## src/rtl/trim_otp_pkg.sv

```systemverilog
package trim_otp_pkg;
  localparam logic [6:0] DEV_ADDR = 7'h28;
  localparam logic [7:0] ADDR_SW  = 8'h01;
  localparam logic [7:0] ADDR_LIN = 8'h02;
  localparam logic [7:0] ADDR_CTL = 8'hFF;

  localparam int CTL_RELOAD_BIT = 0;
  localparam int CTL_BURN_BIT   = 2;
  localparam int CTL_FIXED_BIT  = 3;
  localparam int CTL_DONE_BIT   = 4;

  typedef enum logic [2:0] {
    LNK_IDLE,
    LNK_ADDR,
    LNK_REG,
    LNK_DATA,
    LNK_TX,
    LNK_SKIP
  } link_state_t;
endpackage

```

## src/rtl/trim_i2c_link.sv

```systemverilog
module trim_i2c_link
  import trim_otp_pkg::*;
#(
  parameter int SYNC_STAGES = 2
) (
  input  logic       clk,
  input  logic       rst,
  input  logic       scl_i,
  input  logic       sda_i,
  output logic       sda_pull_o,
  output logic       wr_en_o,
  output logic [7:0] wr_addr_o,
  output logic [7:0] wr_data_o,
  output logic [7:0] rd_addr_o,
  input  logic [7:0] rd_data_i
);
  localparam int LAST = SYNC_STAGES - 1;

  logic [LAST:0] scl_pipe, sda_pipe;
  logic          scl_s, sda_s, scl_q, sda_q;

  generate
    if (SYNC_STAGES > 1) begin : g_multi
      always_ff @(posedge clk) begin
        if (rst) begin
          scl_pipe <= '1;
          sda_pipe <= '1;
        end else begin
          scl_pipe <= {scl_pipe[LAST-1:0], scl_i};
          sda_pipe <= {sda_pipe[LAST-1:0], sda_i};
        end
      end
    end else begin : g_single
      always_ff @(posedge clk) begin
        if (rst) begin
          scl_pipe <= '1;
          sda_pipe <= '1;
        end else begin
          scl_pipe <= scl_i;
          sda_pipe <= sda_i;
        end
      end
    end
  endgenerate

  assign scl_s = scl_pipe[LAST];
  assign sda_s = sda_pipe[LAST];

  always_ff @(posedge clk) begin
    if (rst) begin
      scl_q <= 1'b1;
      sda_q <= 1'b1;
    end else begin
      scl_q <= scl_s;
      sda_q <= sda_s;
    end
  end

  logic scl_rise, scl_fall, bus_start, bus_stop;
  assign scl_rise  = scl_s & ~scl_q;
  assign scl_fall  = ~scl_s & scl_q;
  assign bus_start = scl_s & scl_q & sda_q & ~sda_s;
  assign bus_stop  = scl_s & scl_q & ~sda_q & sda_s;

  link_state_t state;
  logic [3:0]  bitcnt;
  logic [7:0]  shreg, ptr, txbyte;
  logic        dir_rd, mack, pull;

  always_ff @(posedge clk) begin
    if (rst) begin
      state   <= LNK_IDLE;
      bitcnt  <= '0;
      shreg   <= '0;
      ptr     <= '0;
      txbyte  <= '0;
      dir_rd  <= 1'b0;
      mack    <= 1'b0;
      pull    <= 1'b0;
      wr_en_o <= 1'b0;
    end else begin
      wr_en_o <= 1'b0;
      if (bus_start) begin
        state  <= LNK_ADDR;
        bitcnt <= '0;
        pull   <= 1'b0;
      end else if (bus_stop) begin
        state <= LNK_IDLE;
        pull  <= 1'b0;
      end else if (scl_rise && state != LNK_IDLE && state != LNK_SKIP) begin
        if (bitcnt < 4'd8) begin
          shreg  <= {shreg[6:0], sda_s};
          bitcnt <= bitcnt + 4'd1;
        end else if (bitcnt == 4'd8) begin
          bitcnt <= 4'd9;
          if (state == LNK_DATA) wr_en_o <= 1'b1;
          if (state == LNK_TX) mack <= ~sda_s;
        end
      end else if (scl_fall) begin
        case (state)
          LNK_ADDR: begin
            if (bitcnt == 4'd8) begin
              if (shreg[7:1] == DEV_ADDR) begin
                pull   <= 1'b1;
                dir_rd <= shreg[0];
              end else begin
                state <= LNK_SKIP;
              end
            end else if (bitcnt == 4'd9) begin
              bitcnt <= '0;
              if (dir_rd) begin
                state  <= LNK_TX;
                txbyte <= rd_data_i;
                pull   <= ~rd_data_i[7];
              end else begin
                state <= LNK_REG;
                pull  <= 1'b0;
              end
            end
          end
          LNK_REG: begin
            if (bitcnt == 4'd8) begin
              pull <= 1'b1;
              ptr  <= shreg;
            end else if (bitcnt == 4'd9) begin
              pull   <= 1'b0;
              bitcnt <= '0;
              state  <= LNK_DATA;
            end
          end
          LNK_DATA: begin
            if (bitcnt == 4'd8) begin
              pull <= 1'b1;
            end else if (bitcnt == 4'd9) begin
              pull  <= 1'b0;
              state <= LNK_SKIP;
            end
          end
          LNK_TX: begin
            if (bitcnt == 4'd8) begin
              pull <= 1'b0;
            end else if (bitcnt == 4'd9) begin
              if (mack) begin
                txbyte <= rd_data_i;
                pull   <= ~rd_data_i[7];
                bitcnt <= '0;
              end else begin
                state <= LNK_SKIP;
              end
            end else begin
              pull <= ~txbyte[3'd7 - bitcnt[2:0]];
            end
          end
          default: pull <= 1'b0;
        endcase
      end
    end
  end

  assign sda_pull_o = pull;
  assign wr_addr_o  = ptr;
  assign wr_data_o  = shreg;
  assign rd_addr_o  = ptr;

  p_wr_pulse_r3: assert property (@(posedge clk) disable iff (rst)
    wr_en_o |=> !wr_en_o);

  p_quiet_unaddressed_r2: assert property (@(posedge clk) disable iff (rst)
    (state == LNK_SKIP || state == LNK_IDLE) |-> !sda_pull_o);
endmodule

```

## src/rtl/trim_regs.sv

```systemverilog
module trim_regs
  import trim_otp_pkg::*;
#(
  parameter int               SW_W    = 6,
  parameter int               LIN_W   = 4,
  parameter logic [SW_W-1:0]  SW_RST  = 6'h1F,
  parameter logic [LIN_W-1:0] LIN_RST = 4'h7
) (
  input  logic             clk,
  input  logic             rst,
  input  logic             wr_en,
  input  logic [7:0]       wr_addr,
  input  logic [7:0]       wr_data,
  input  logic [7:0]       rd_addr,
  output logic [7:0]       rd_data,
  input  logic             load_en,
  input  logic [SW_W-1:0]  otp_sw,
  input  logic [LIN_W-1:0] otp_lin,
  input  logic             otp_burned,
  output logic [SW_W-1:0]  sw_trim,
  output logic [LIN_W-1:0] lin_trim,
  output logic             burn_bit,
  output logic             reload_req
);
  logic burned;

  always_ff @(posedge clk) begin
    if (rst) begin
      sw_trim    <= SW_RST;
      lin_trim   <= LIN_RST;
      burned     <= 1'b0;
      burn_bit   <= 1'b0;
      reload_req <= 1'b0;
    end else begin
      reload_req <= 1'b0;
      if (load_en) begin
        sw_trim  <= otp_sw;
        lin_trim <= otp_lin;
        burned   <= otp_burned;
      end else if (wr_en && wr_addr == ADDR_SW) begin
        sw_trim <= wr_data[SW_W-1:0];
      end else if (wr_en && wr_addr == ADDR_LIN) begin
        lin_trim <= wr_data[LIN_W-1:0];
      end
      if (wr_en && wr_addr == ADDR_CTL) begin
        burn_bit   <= wr_data[CTL_BURN_BIT];
        reload_req <= wr_data[CTL_RELOAD_BIT];
      end
    end
  end

  always_comb begin
    rd_data = 8'h00;
    case (rd_addr)
      ADDR_SW:  rd_data = {{(8-SW_W){1'b0}}, sw_trim};
      ADDR_LIN: rd_data = {{(8-LIN_W){1'b0}}, lin_trim};
      ADDR_CTL: begin
        rd_data[CTL_DONE_BIT]  = burned;
        rd_data[CTL_FIXED_BIT] = 1'b1;
        rd_data[CTL_BURN_BIT]  = burn_bit;
      end
      default: rd_data = 8'h00;
    endcase
  end

  p_done_after_load_r11: assert property (@(posedge clk) disable iff (rst)
    $rose(burned) |-> $past(load_en));

  p_load_copies_r9: assert property (@(posedge clk) disable iff (rst)
    load_en |=> (sw_trim == $past(otp_sw)) && (lin_trim == $past(otp_lin)));
endmodule

```

## src/rtl/trim_otp_seq.sv

```systemverilog
module trim_otp_seq #(
  parameter int               SW_W         = 6,
  parameter int               LIN_W        = 4,
  parameter logic [SW_W-1:0]  SW_RST       = 6'h1F,
  parameter logic [LIN_W-1:0] LIN_RST      = 4'h7,
  parameter int               RELOAD_TICKS = 25,
  parameter int               BURN_TICKS   = 12500
) (
  input  logic             clk,
  input  logic             rst,
  input  logic             tick,
  input  logic             por,
  input  logic             reload_req,
  input  logic             burn_bit,
  input  logic [SW_W-1:0]  sw_trim,
  input  logic [LIN_W-1:0] lin_trim,
  output logic             load_en,
  output logic [SW_W-1:0]  otp_sw,
  output logic [LIN_W-1:0] otp_lin,
  output logic             otp_burned,
  output logic             osc_en
);
  localparam int RCW = $clog2(RELOAD_TICKS + 1);
  localparam int HCW = $clog2(BURN_TICKS + 1);
  localparam logic [RCW-1:0] R_LAST = RCW'(RELOAD_TICKS - 1);
  localparam logic [HCW-1:0] H_FULL = HCW'(BURN_TICKS);

  logic           busy, busy_nxt, finish;
  logic [RCW-1:0] rcnt;
  logic [HCW-1:0] hold;
  logic           burn_q;

  assign finish   = busy && tick && (rcnt == R_LAST);
  assign busy_nxt = por || reload_req || (busy && !finish);

  always_ff @(posedge clk) begin
    if (rst) begin
      busy    <= 1'b0;
      rcnt    <= '0;
      load_en <= 1'b0;
      osc_en  <= 1'b0;
    end else begin
      load_en <= finish && !(por || reload_req);
      busy    <= busy_nxt;
      osc_en  <= busy_nxt || burn_bit;
      if (por || reload_req) rcnt <= '0;
      else if (busy && tick && !finish) rcnt <= rcnt + RCW'(1);
    end
  end

  always_ff @(posedge clk) begin
    if (rst) begin
      hold       <= '0;
      burn_q     <= 1'b0;
      otp_sw     <= SW_RST;
      otp_lin    <= LIN_RST;
      otp_burned <= 1'b0;
    end else begin
      burn_q <= burn_bit;
      if (!burn_bit) hold <= '0;
      else if (tick && hold != H_FULL) hold <= hold + HCW'(1);
      if (burn_q && !burn_bit && hold == H_FULL && !otp_burned) begin
        otp_sw     <= sw_trim;
        otp_lin    <= lin_trim;
        otp_burned <= 1'b1;
      end
    end
  end

  p_otp_frozen_r12: assert property (@(posedge clk) disable iff (rst)
    otp_burned |=> otp_burned && $stable(otp_sw) && $stable(otp_lin));

  p_burn_on_fall_r10: assert property (@(posedge clk) disable iff (rst)
    $rose(otp_burned) |-> !$past(burn_bit) && $past(burn_bit, 2));

  p_load_pulse_r9: assert property (@(posedge clk) disable iff (rst)
    load_en |=> !load_en);
endmodule

```

## src/rtl/trim_otp_i2c.sv

```systemverilog
module trim_otp_i2c #(
  parameter int               SYNC_STAGES  = 2,
  parameter int               SW_W         = 6,
  parameter int               LIN_W        = 4,
  parameter logic [SW_W-1:0]  SW_RST       = 6'h1F,
  parameter logic [LIN_W-1:0] LIN_RST      = 4'h7,
  parameter int               RELOAD_TICKS = 25,
  parameter int               BURN_TICKS   = 12500
) (
  input  logic             clk,
  input  logic             rst,
  input  logic             scl_i,
  input  logic             sda_i,
  output logic             sda_pull_o,
  input  logic             por_i,
  input  logic             tick_i,
  output logic [SW_W-1:0]  sw_trim_o,
  output logic [LIN_W-1:0] lin_trim_o,
  output logic             osc_en_o,
  output logic             burn_en_o
);
  logic             wr_en, load_en, otp_burned, burn_bit, reload_req;
  logic [7:0]       wr_addr, wr_data, rd_addr, rd_data;
  logic [SW_W-1:0]  otp_sw;
  logic [LIN_W-1:0] otp_lin;

  trim_i2c_link #(.SYNC_STAGES(SYNC_STAGES)) u_link (
    .clk(clk), .rst(rst), .scl_i(scl_i), .sda_i(sda_i),
    .sda_pull_o(sda_pull_o), .wr_en_o(wr_en), .wr_addr_o(wr_addr),
    .wr_data_o(wr_data), .rd_addr_o(rd_addr), .rd_data_i(rd_data)
  );

  trim_regs #(.SW_W(SW_W), .LIN_W(LIN_W), .SW_RST(SW_RST), .LIN_RST(LIN_RST)) u_regs (
    .clk(clk), .rst(rst), .wr_en(wr_en), .wr_addr(wr_addr), .wr_data(wr_data),
    .rd_addr(rd_addr), .rd_data(rd_data), .load_en(load_en), .otp_sw(otp_sw),
    .otp_lin(otp_lin), .otp_burned(otp_burned), .sw_trim(sw_trim_o),
    .lin_trim(lin_trim_o), .burn_bit(burn_bit), .reload_req(reload_req)
  );

  trim_otp_seq #(.SW_W(SW_W), .LIN_W(LIN_W), .SW_RST(SW_RST), .LIN_RST(LIN_RST),
                 .RELOAD_TICKS(RELOAD_TICKS), .BURN_TICKS(BURN_TICKS)) u_seq (
    .clk(clk), .rst(rst), .tick(tick_i), .por(por_i), .reload_req(reload_req),
    .burn_bit(burn_bit), .sw_trim(sw_trim_o), .lin_trim(lin_trim_o),
    .load_en(load_en), .otp_sw(otp_sw), .otp_lin(otp_lin),
    .otp_burned(otp_burned), .osc_en(osc_en_o)
  );

  assign burn_en_o = burn_bit;
endmodule

```

## config.mk

```make
export PLATFORM = sky130hd
export DESIGN_NAME = trim_otp_i2c
export DESIGN_NICKNAME = d
export VERILOG_FILES = /design/src/rtl/trim_otp_pkg.sv /design/src/rtl/trim_i2c_link.sv /design/src/rtl/trim_regs.sv /design/src/rtl/trim_otp_seq.sv /design/src/rtl/trim_otp_i2c.sv
export SDC_FILE = /design/constraint.sdc
export NUM_CORES = 1
export LEC_CHECK = 0
export ABC_CLOCK_PERIOD_IN_PS = 2150
export BUFFER_PORTS_ARGS = -buffer_cell sky130_fd_sc_hd__buf_2
export CAP_MARGIN = 10
export CORE_MARGIN = 2
export CORE_UTILIZATION = 40
export CTS_CLUSTER_DIAMETER = 40
export CTS_CLUSTER_SIZE = 12
export DETAILED_ROUTE_END_ITERATION = 7
export GPL_TIMING_DRIVEN = 0
export PLACE_DENSITY_LB_ADDON = 0.3
export SETUP_SLACK_MARGIN = 0.4
export SLEW_MARGIN = 0
export SYNTH_ARGS = -nofsm -noshare
export SYNTH_HDL_FRONTEND = slang
export SYNTH_SLANG_ARGS = --single-unit
```

## constraint.sdc

```tcl
create_clock -name clk -period 2.15 [get_ports clk]
set_input_delay 0.645 -clock clk [delete_from_list [all_inputs] [get_ports clk]]
set_output_delay 0.645 -clock clk [all_outputs]
set_load 0.05 [all_outputs]
```

Word-level counts from Yosys, hierarchy flattened
Cells that the tools add are included.

word-level totals
  flip-flop bits (word level) = 88
  input bits = 6
  output and inout port bits = 13
  logic and storage cells = 203

operators by class
  add/sub/neg operators = 4
  order comparisons = 2
  eq/ne operators = 47
  muxes and demuxes = 54
  bitwise operators = 20
  reduce and logical (&&, ||, !) cells = 48

operators by type and width
  operator                                       count
  two-way mux 4 bit                              12
  two-way mux 8 bit                              6
  two-way mux 3 bit                              11
  != test 4 x 2 -> 1 bit, second input constant  7
  AND reduction 12 bit                           2
  AND reduction 6 bit                            3
  two-way mux 1 bit                              16
  case mux 8 bit (2 select lines)                1
  != test 3 x 1 -> 1 bit, second input constant  5
  adder 14 x 1 -> 14 bit, second input constant  1
  equality test 14 bit, second input constant    1
  logical AND 1 bit                              14
  != test 14 bit, second input constant          1
  != test 2 bit, second input constant           7
  two-way mux 6 bit                              2
  != test 3 bit, second input constant           4
  NOT 1 bit                                      12
  case mux 3 bit (4 select lines)                1
  OR reduction 2 bit                             6
  AND reduction 11 bit                           1
  != test 2 x 1 -> 1 bit, second input constant  5
  != test 3 x 2 -> 1 bit, second input constant  3
  case mux 3 bit (3 select lines)                1
  AND reduction 9 bit                            1
  34 further kinds                               52

Logic depth before layout (Yosys ltp)
Gate-level depths: netlist (run 1).

  depth after elaboration = 8
  depth in mapped cells = 9
  mapped depth without buffers = 7

Cells and area by module
A second synthesis (run 1) with hierarchy kept.

unflattened totals
  cell total of the unflattened synthesis = 500
  area total of the unflattened synthesis = 4463.0 µm²

modules (own cells, without submodules)
  module         times used  cells each  area each (µm²)  sequential area each (µm²)
  trim_i2c_link  1           229         2023.2           820.8
  trim_otp_seq   1           167         1555.2           680.7
  trim_regs      1           104         884.6            260.2

Worst setup path before layout (run 1)
No wires, ideal clock.

  path kind = reg-to-reg
  start point = reg u_seq.hold[0]
  end point = reg u_seq.otp_lin[0]
  library setup time = 0.120 ns
  data arrival time = 1.652 ns
  required time = 2.030 ns
  slack = 0.378 ns
  cell stages (with the launch flop) = 8
  path buffers = 1
  clock period less this slack = 1.772 ns
  path through = dfxtp_1 -> inv_1 -> ha_1 -> nand4b_1 -> nor4_2 -> nand3_2 -> buf_2 -> a211o_1

between the ends
  word-level cells in the longest chain between the ends = 3

ends and longest elaborated chain
  element                         line                source
  start: declaration              trim_otp_seq.sv:30  logic [HCW-1:0] hold;
  start signal: assignment        trim_otp_seq.sv:61  else if (tick && hold != H_FULL) hold <= hold + HCW'(1);
  equality test 14 bit            trim_otp_seq.sv:62  if (burn_q && !burn_bit && hold == H_FULL && !otp_burned) begin
  logical AND 1 bit (2 in a row)  trim_otp_seq.sv:62
  end signal: assignment          trim_otp_seq.sv:64  otp_lin <= lin_trim;
  end: declaration                trim_otp_seq.sv:19  output logic [LIN_W-1:0] otp_lin,

No other way between the ends.
A chain may end at the register's enable or synchronous reset.

Worst setup path after layout (run 1)
  start point = reg u_link.state[0]
  end point = reg u_link.state[1]

between the ends
  word-level cells in the longest chain between the ends = 5
  elaborated cells between the ends (all ways) = 21
  those cells by class = eq/ne (14); mux (1); bitwise (1); reduce/logical (5)

ends and longest elaborated chain
  element                                                                       line                 source
  start: declaration                                                            trim_i2c_link.sv:65  link_state_t state;
  start signal: assignment                                                      trim_i2c_link.sv:72  state <= LNK_IDLE;
  start signal: assignment                                                      trim_i2c_link.sv:84  state <= LNK_ADDR;
  start signal: assignment                                                      trim_i2c_link.sv:88  state <= LNK_IDLE;
  parallel branches: the longest is 5 deep, another holds AND reduction 12 bit  --

Several ways; the timed one is not identified.

==> impl_metrics.yaml, run 1 <==
status:
  status: "completed"
detailed_routing:
  vias: 3353
  routed_via_density: 5.19
  drc_errors: 0
  firstDrtPassIters: 4
  first_iter_violations: 154
  wl_um: 9210
  wl_per_cell_um: 14.3
  drt.antenna.violating_nets: 0
clocking:
  cts_made_buffers: 9
  cts_buffer_depth: 2
  clk_transition_reported_paths_ns: 0.09
  clock_latency_ns: 0.36
  cts_tree: "yes"
  clock-sinks: 86
  root_buffer: "clkbuf_8"
  cts_max_level: 3
synth:
  synth_flop_cell: "dfxtp_1"
  avgSynthCellArea_um2: 8.94
  syn_nets: 461
  yosysSeqAreaShare_pct: 43.0
  synth-edff-count: 0
  synth_top_area_share_pct: 43.0
  postSynthCellCount: 448
  yosys.area.top_type: "dfxtp_1"
  synth_warnings: 0
  synth_area_leaders: "dfxtp_1 43%, mux2i_1 9.2%, nor2_1 7.4%, nand2_1 2.5%, ha_1 2.2%"
  syn-cell-area_um2: 4010
  synth.distinct_cells: 59
  yosys_register_bits: 86
  async_reset_ff_share_pct: 0
global_routing:
  grt_overflow: 0
  grt_use_total_pct: 17.4
  antenna_found_initial: 0
  grt_pass1_vias: 3185
  grt_max_degree: 16
  grt_pass1_wl_um: 15400
power_and_ir_drop:
  pwr-share-seq_pct: 58.2
  sw_frac_of_total_pct: 24.2
  p_leak_nw: 2.06
  p_per_area_nw_per_um2: 556
  power.switching_uw: 668
  vdd_drop_max_mv: 0.355
  clockPowerShare_pct: 38.2
  pwr-share-comb_pct: 3.6
  p_int_mw: 2.09
cells_and_area:
  diodes: 0
  syn_to_final_growth_pct: 23.8
  drive_gt1_share_pct: 25.0
  layout.nets: 521
  final_cell_mix: "78 x dfxtp_1, 76 x nor2_1, 37 x mux2i_1"
  final_common_cell: "dfxtp_1"
setup_path:
  setup.worst_path.class: "flip-flop to flip-flop"
  critPathArrivalTime_ns: 2.02
  critPathSlowestCell: "a2111o_1"
  crit_fanout: 5
  worstPathRequired_ns: 2.40
  critPathBufInv: 1
  start_kind: "flip-flop"
  path_cells: "buf_6 > or3b_4 > nor2_2 > o21ai_1 > a2111o_1 > mux2i_1"
  crit_family: "compound AO/OA/AOI/OAI gates"
  slowest_delay_ns: 0.50
  endpoint_kind: "flip-flop"
timing:
  hold_violations: 0
  setup_ws_ns: 0.377
  skew_ns: 0.0110
  relSlewSlack_pct: 57.3
  clock.fmax_mhz: 564
  rsz0062_at_grt: "true"
  tightest_slew_ns: 0.638
  drv_slew: 0
  final.period_utilization_pct: 82.5
  fin_crit_ns: 1.77
  tns_ns: 0
  setup_viol: 0
placement:
  io_buffers: 17
  hpwlAfterDp_um: 6060
  dpl_worst_slack_ns: 0.111
  place_congestion: 0.877
floorplan:
  row_count: 36
  die_w_um: 104
  die-area_um2: 10800
  ios: 19
  start_util_pct: 41.2
  core_area_um2: 9730
  die_h_um: 104
run:
  drv_cap: 0
hold_path:
  hold_class: "flip-flop to flip-flop"
logic make-up (layout without fill, tap and decap cells):
group / Yosys count / in the layout / synth area share [%]
adder cells (fa/ha/maj): 7 / 7 / 2.19
multiplexers: 40 / 40 / 10.4
buffers and inverters: 43 / 108 / 4.50
XOR/XNOR: 18 / 18 / 3.94
flip-flops: 86 / 86 / 43.0
AND/OR/NAND/NOR: 188 / 188 / 24.0
AO/OA/AOI/OAI: 66 / 66 / 12.0
timing repair:
item,4_1_cts,5_1_grt
gates resized for setup,37,44
hold buffers,0,0
setup endpoints to repair,47,49
cloned,2,1
setup buffers,14,15
pin swaps,11,23
cell usage after synthesis (4+ instances only):
master / count
nor3b_1: 11
xor2_1: 8
o21ai_0: 9
a21oi_1: 15
xnor2_1: 10
nor2_1: 79
nand3_1: 14
nor2b_1: 8
a22oi_1: 4
nor3_1: 7
dfxtp_1: 86
nand2_1: 27
nor4_1: 4
nand4_1: 7
clkbuf_1: 13
inv_1: 21
a211o_1: 9
ha_1: 7
buf_2: 6
or2_2: 7
mux2i_1: 37
power groups by stage:
stage	registers (mW)	clock network, mW	logic [mW]
finish	1.60	1.05	0.0993
global route	1.61	1.15	0.110
CTS	1.61	1.09	0.0951
detailed placement	1.65	0	0.0878
global placement	1.65	0	0.0876
floorplan	1.65	0	0.0568
per-stage QoR:
stage,cell area (um^2),total power [mW],instances,hold slack [ns],util (%)
floorplan,4010,1.70,448,0.389,-
global placement,4270,1.73,598,0.394,43.8
detailed placement,4270,1.73,598,0.396,43.8
CTS,4670,2.79,630,0.418,48.0
global route,4960,2.87,646,0.434,51.0
finish,4960,2.76,646,0.413,51.0
final timing paths:
check	start	endpoint	slack (ns)	depth (start not counted)
max	u_link.state[0]	u_link.state[1]	0.38	6
min	u_link.scl_pipe[0]	u_link.scl_pipe[1]	0.41	1
max reg2reg	u_link.state[0]	u_link.state[1]	0.38	6
min reg2reg	u_link.scl_pipe[0]	u_link.scl_pipe[1]	0.41	1
worst reg2reg max path: stages, from the launching register on:
cell	delay, ns
dfxtp_2	0.34
buf_6	0.12
or3b_4	0.39
nor2_2	0.09
o21ai_1	0.06
a2111o_1	0.50
mux2i_1	0.15
per-layer routing:
metal / GRT usage (%) / routed length (um) / share of wire [%] / vias to the layer above
met5: 0 / 0 / 0 / -
met4: 4.73 / 113 / 1.2 / 0
met3: 4.82 / 371 / 4.0 / 11
met2: 29.0 / 4480 / 49 / 58
met1: 22.1 / 4250 / 46 / 1597
li1: - / - / - / 1687
sequential cells by signal, indices dropped and copies added (netlist names), 4 cells and up:
| signal | cells |
|---|---|
| u_link.txbyte | 6 |
| u_link.rd_addr_o | 8 |
| u_regs.sw_trim | 6 |
| u_link.bitcnt | 4 |
| u_seq.hold | 14 |
| u_seq.rcnt | 5 |
| u_regs.lin_trim | 4 |
| u_link.wr_data_o | 8 |
| u_seq.otp_sw | 6 |
| u_seq.otp_lin | 4 |
final cells by class:
type	count	area, um^2
clock inverters	6	46.3
repair buffers	49	345
well taps	133	166
clock buffers	10	138
flip-flops and latches	86	1740
multi-input cells	319	2280
inverters	21	83.8
fillers	932	4770
plain buffers	22	158
Note: power is estimated with default switching activity, not from simulation.
==> inputs of run 2 (changes only) <==
- ABC_CLOCK_PERIOD_IN_PS: 2150 -> 1700
- clock period: 2.15 -> 1.7 ns (I/O delays scaled with it)
==> run 2 against run 1 <==
The run now ends with negative setup slack left. Highest routed layer unchanged. Clock-buffer cell count unchanged. Hold slack worse by 0.067 ns. Setup slack worse by 0.45 ns. Critical endpoint is now u_link.bitcnt[2].
==> impl_metrics.yaml, run 2 (same netlist as run 1, synthesis figures left out) <==
power_and_ir_drop:
  p_int_mw: 2.60
  p_leak_nw: 2.39
  pwr-share-comb_pct: 4.3
  clockPowerShare_pct: 37.7
  sw_frac_of_total_pct: 25.2
  power.switching_uw: 874
  vdd_drop_max_mv: 0.345
  p_per_area_nw_per_um2: 595
  pwr-share-seq_pct: 58.0
  finalPower_mw: 3.47
timing:
  tns_ns: -0.377
  drv_slew: 0
  final.period_utilization_pct: 104
  clock.fmax_mhz: 565
  skew_ns: 0.0177
  setup_ws_ns: -0.0684
  rsz0062_at_grt: "true"
  relSlewSlack_pct: 56.6
  hold_violations: 0
  tightest_slew_ns: 0.649
  setup_viol: 10
  fin_crit_ns: 1.77
detailed_routing:
  wl_um: 10600
  drt.antenna.violating_nets: 0
  vias: 3585
  routed_via_density: 5.29
  drc_errors: 0
  wl_per_cell_um: 15.6
  firstDrtPassIters: 4
  first_iter_violations: 156
setup_path:
  endpoint_kind: "flip-flop"
  crit_fanout: 5
  start_kind: "flip-flop"
  worstPathRequired_ns: 1.95
  setup.worst_path.class: "flip-flop to flip-flop"
  critPathArrivalTime_ns: 2.02
floorplan:
  die-area_um2: 10800
  die_h_um: 104
  ios: 19
  core_area_um2: 9730
  row_count: 36
  die_w_um: 104
  start_util_pct: 41.2
global_routing:
  antenna_found_initial: 0
  grt_max_degree: 16
  grt_overflow: 0
  grt_pass1_wl_um: 16700
  grt_pass1_vias: 3533
  grt_use_total_pct: 18.7
cells_and_area:
  diodes: 0
  fillers: 799
  final_util_pct: 60.0
  largest-register: "u_seq.hold"
  seqCellArea_um2: 1800
  final_common_cell: "nor2_1"
  final_cell_mix: "66 x nor2_1, 53 x dfxtp_1, 47 x buf_4"
  multiInputGateArea_um2: 2620
  layout.nets: 553
  syn_to_final_growth_pct: 45.8
  drive_gt1_share_pct: 44.0
  largest_reg_flops: 14
placement:
  dpl_worst_slack_ns: -0.218
  hpwlAfterDp_um: 6140
  io_buffers: 17
  place_congestion: 0.852
clocking:
  cts_max_level: 3
  cts_tree: "yes"
  clock-sinks: 86
  clock_latency_ns: 0.36
  cts_hold_buf: 0
  root_buffer: "clkbuf_8"
  clk_transition_reported_paths_ns: 0.09
  cts_buffer_depth: 2
  cts_made_buffers: 9
status:
  status: "complete, but fails checks"
  violations: "negative setup slack"
run:
  drv_cap: 0
hold_path:
  hold_class: "primary input to flip-flop"
-- run 2: changes by cell type in the layout (fill, tap and decap cells not counted), sizes merged --
cell	change
buf	+34
clkbuf	-2
-- run 2: through the flow --
stage / hold WS, ns / std cells / instance area [um^2]
after global routing: 0.350 / 678 / 5840
after global placement: 0.395 / 598 / 4430
after floorplan: 0.389 / 448 / 4180
after detailed placement: 0.396 / 598 / 4430
final: 0.346 / 678 / 5840
after CTS: 0.341 / 656 / 5380
-- run 2: metal layers --
layer	track usage, %	wire (um)	share of wire (%)
met1	23.2	4690	44
met2	32.7	5370	51
met3	2.69	279	2.6
met4	7.53	221	2.1
met5	0	0	0
-- run 2: layout make-up --
type,instances,share of cell area (%)
multi-input combinational,319,44.8
sequential,86,30.8
timing repair buffer,81,13.9
buffer,22,3.13
tap,133,2.85
clock buffer,10,2.19
inverter,21,1.48
clock inverter,6,0.793
-- run 2: critical path, cell delays in order (launching register included) --
cell and delay (ns):
dfxtp_2 0.34, buf_6 0.13, inv_4 0.06, ha_4 0.15, nand3b_1 0.15, nor3_2 0.19, buf_4 0.15, o21ai_2 0.06
a21boi_4 0.16, o311a_1 0.29
-- run 2: power by group through the flow --
stage	combinational [mW]	clock (mW)	sequential [mW]
final	0.150	1.31	2.01
after global routing	0.163	1.42	2.02
after CTS	0.140	1.34	2.02
after detailed placement	0.116	0	2.08
after floorplan	0.0765	0	2.08
after global placement	0.115	0	2.08
-- run 2: path summary, 6_finish.rpt --
path / depth (start not counted) / startpoint / slack (ns) / end
worst max-delay path: 9 / u_link.bitcnt[1] / -0.07 / u_link.bitcnt[2]
worst min-delay path: 2 / scl_i / 0.35 / u_link.scl_pipe[0]
worst max register to register: 9 / u_link.bitcnt[1] / -0.07 / u_link.bitcnt[2]
worst min register to register: 1 / u_link.sda_pipe[0] / 0.41 / u_link.sda_pipe[1]
-- run 2: repair_timing --
action | 4_1_cts | 5_1_grt
pin swaps | 33 | 32
resized for setup | 127 | 76
cloned | 0 | 2
endpoints found under the setup margin | 84 | 85
buffers inserted | 42 | 20
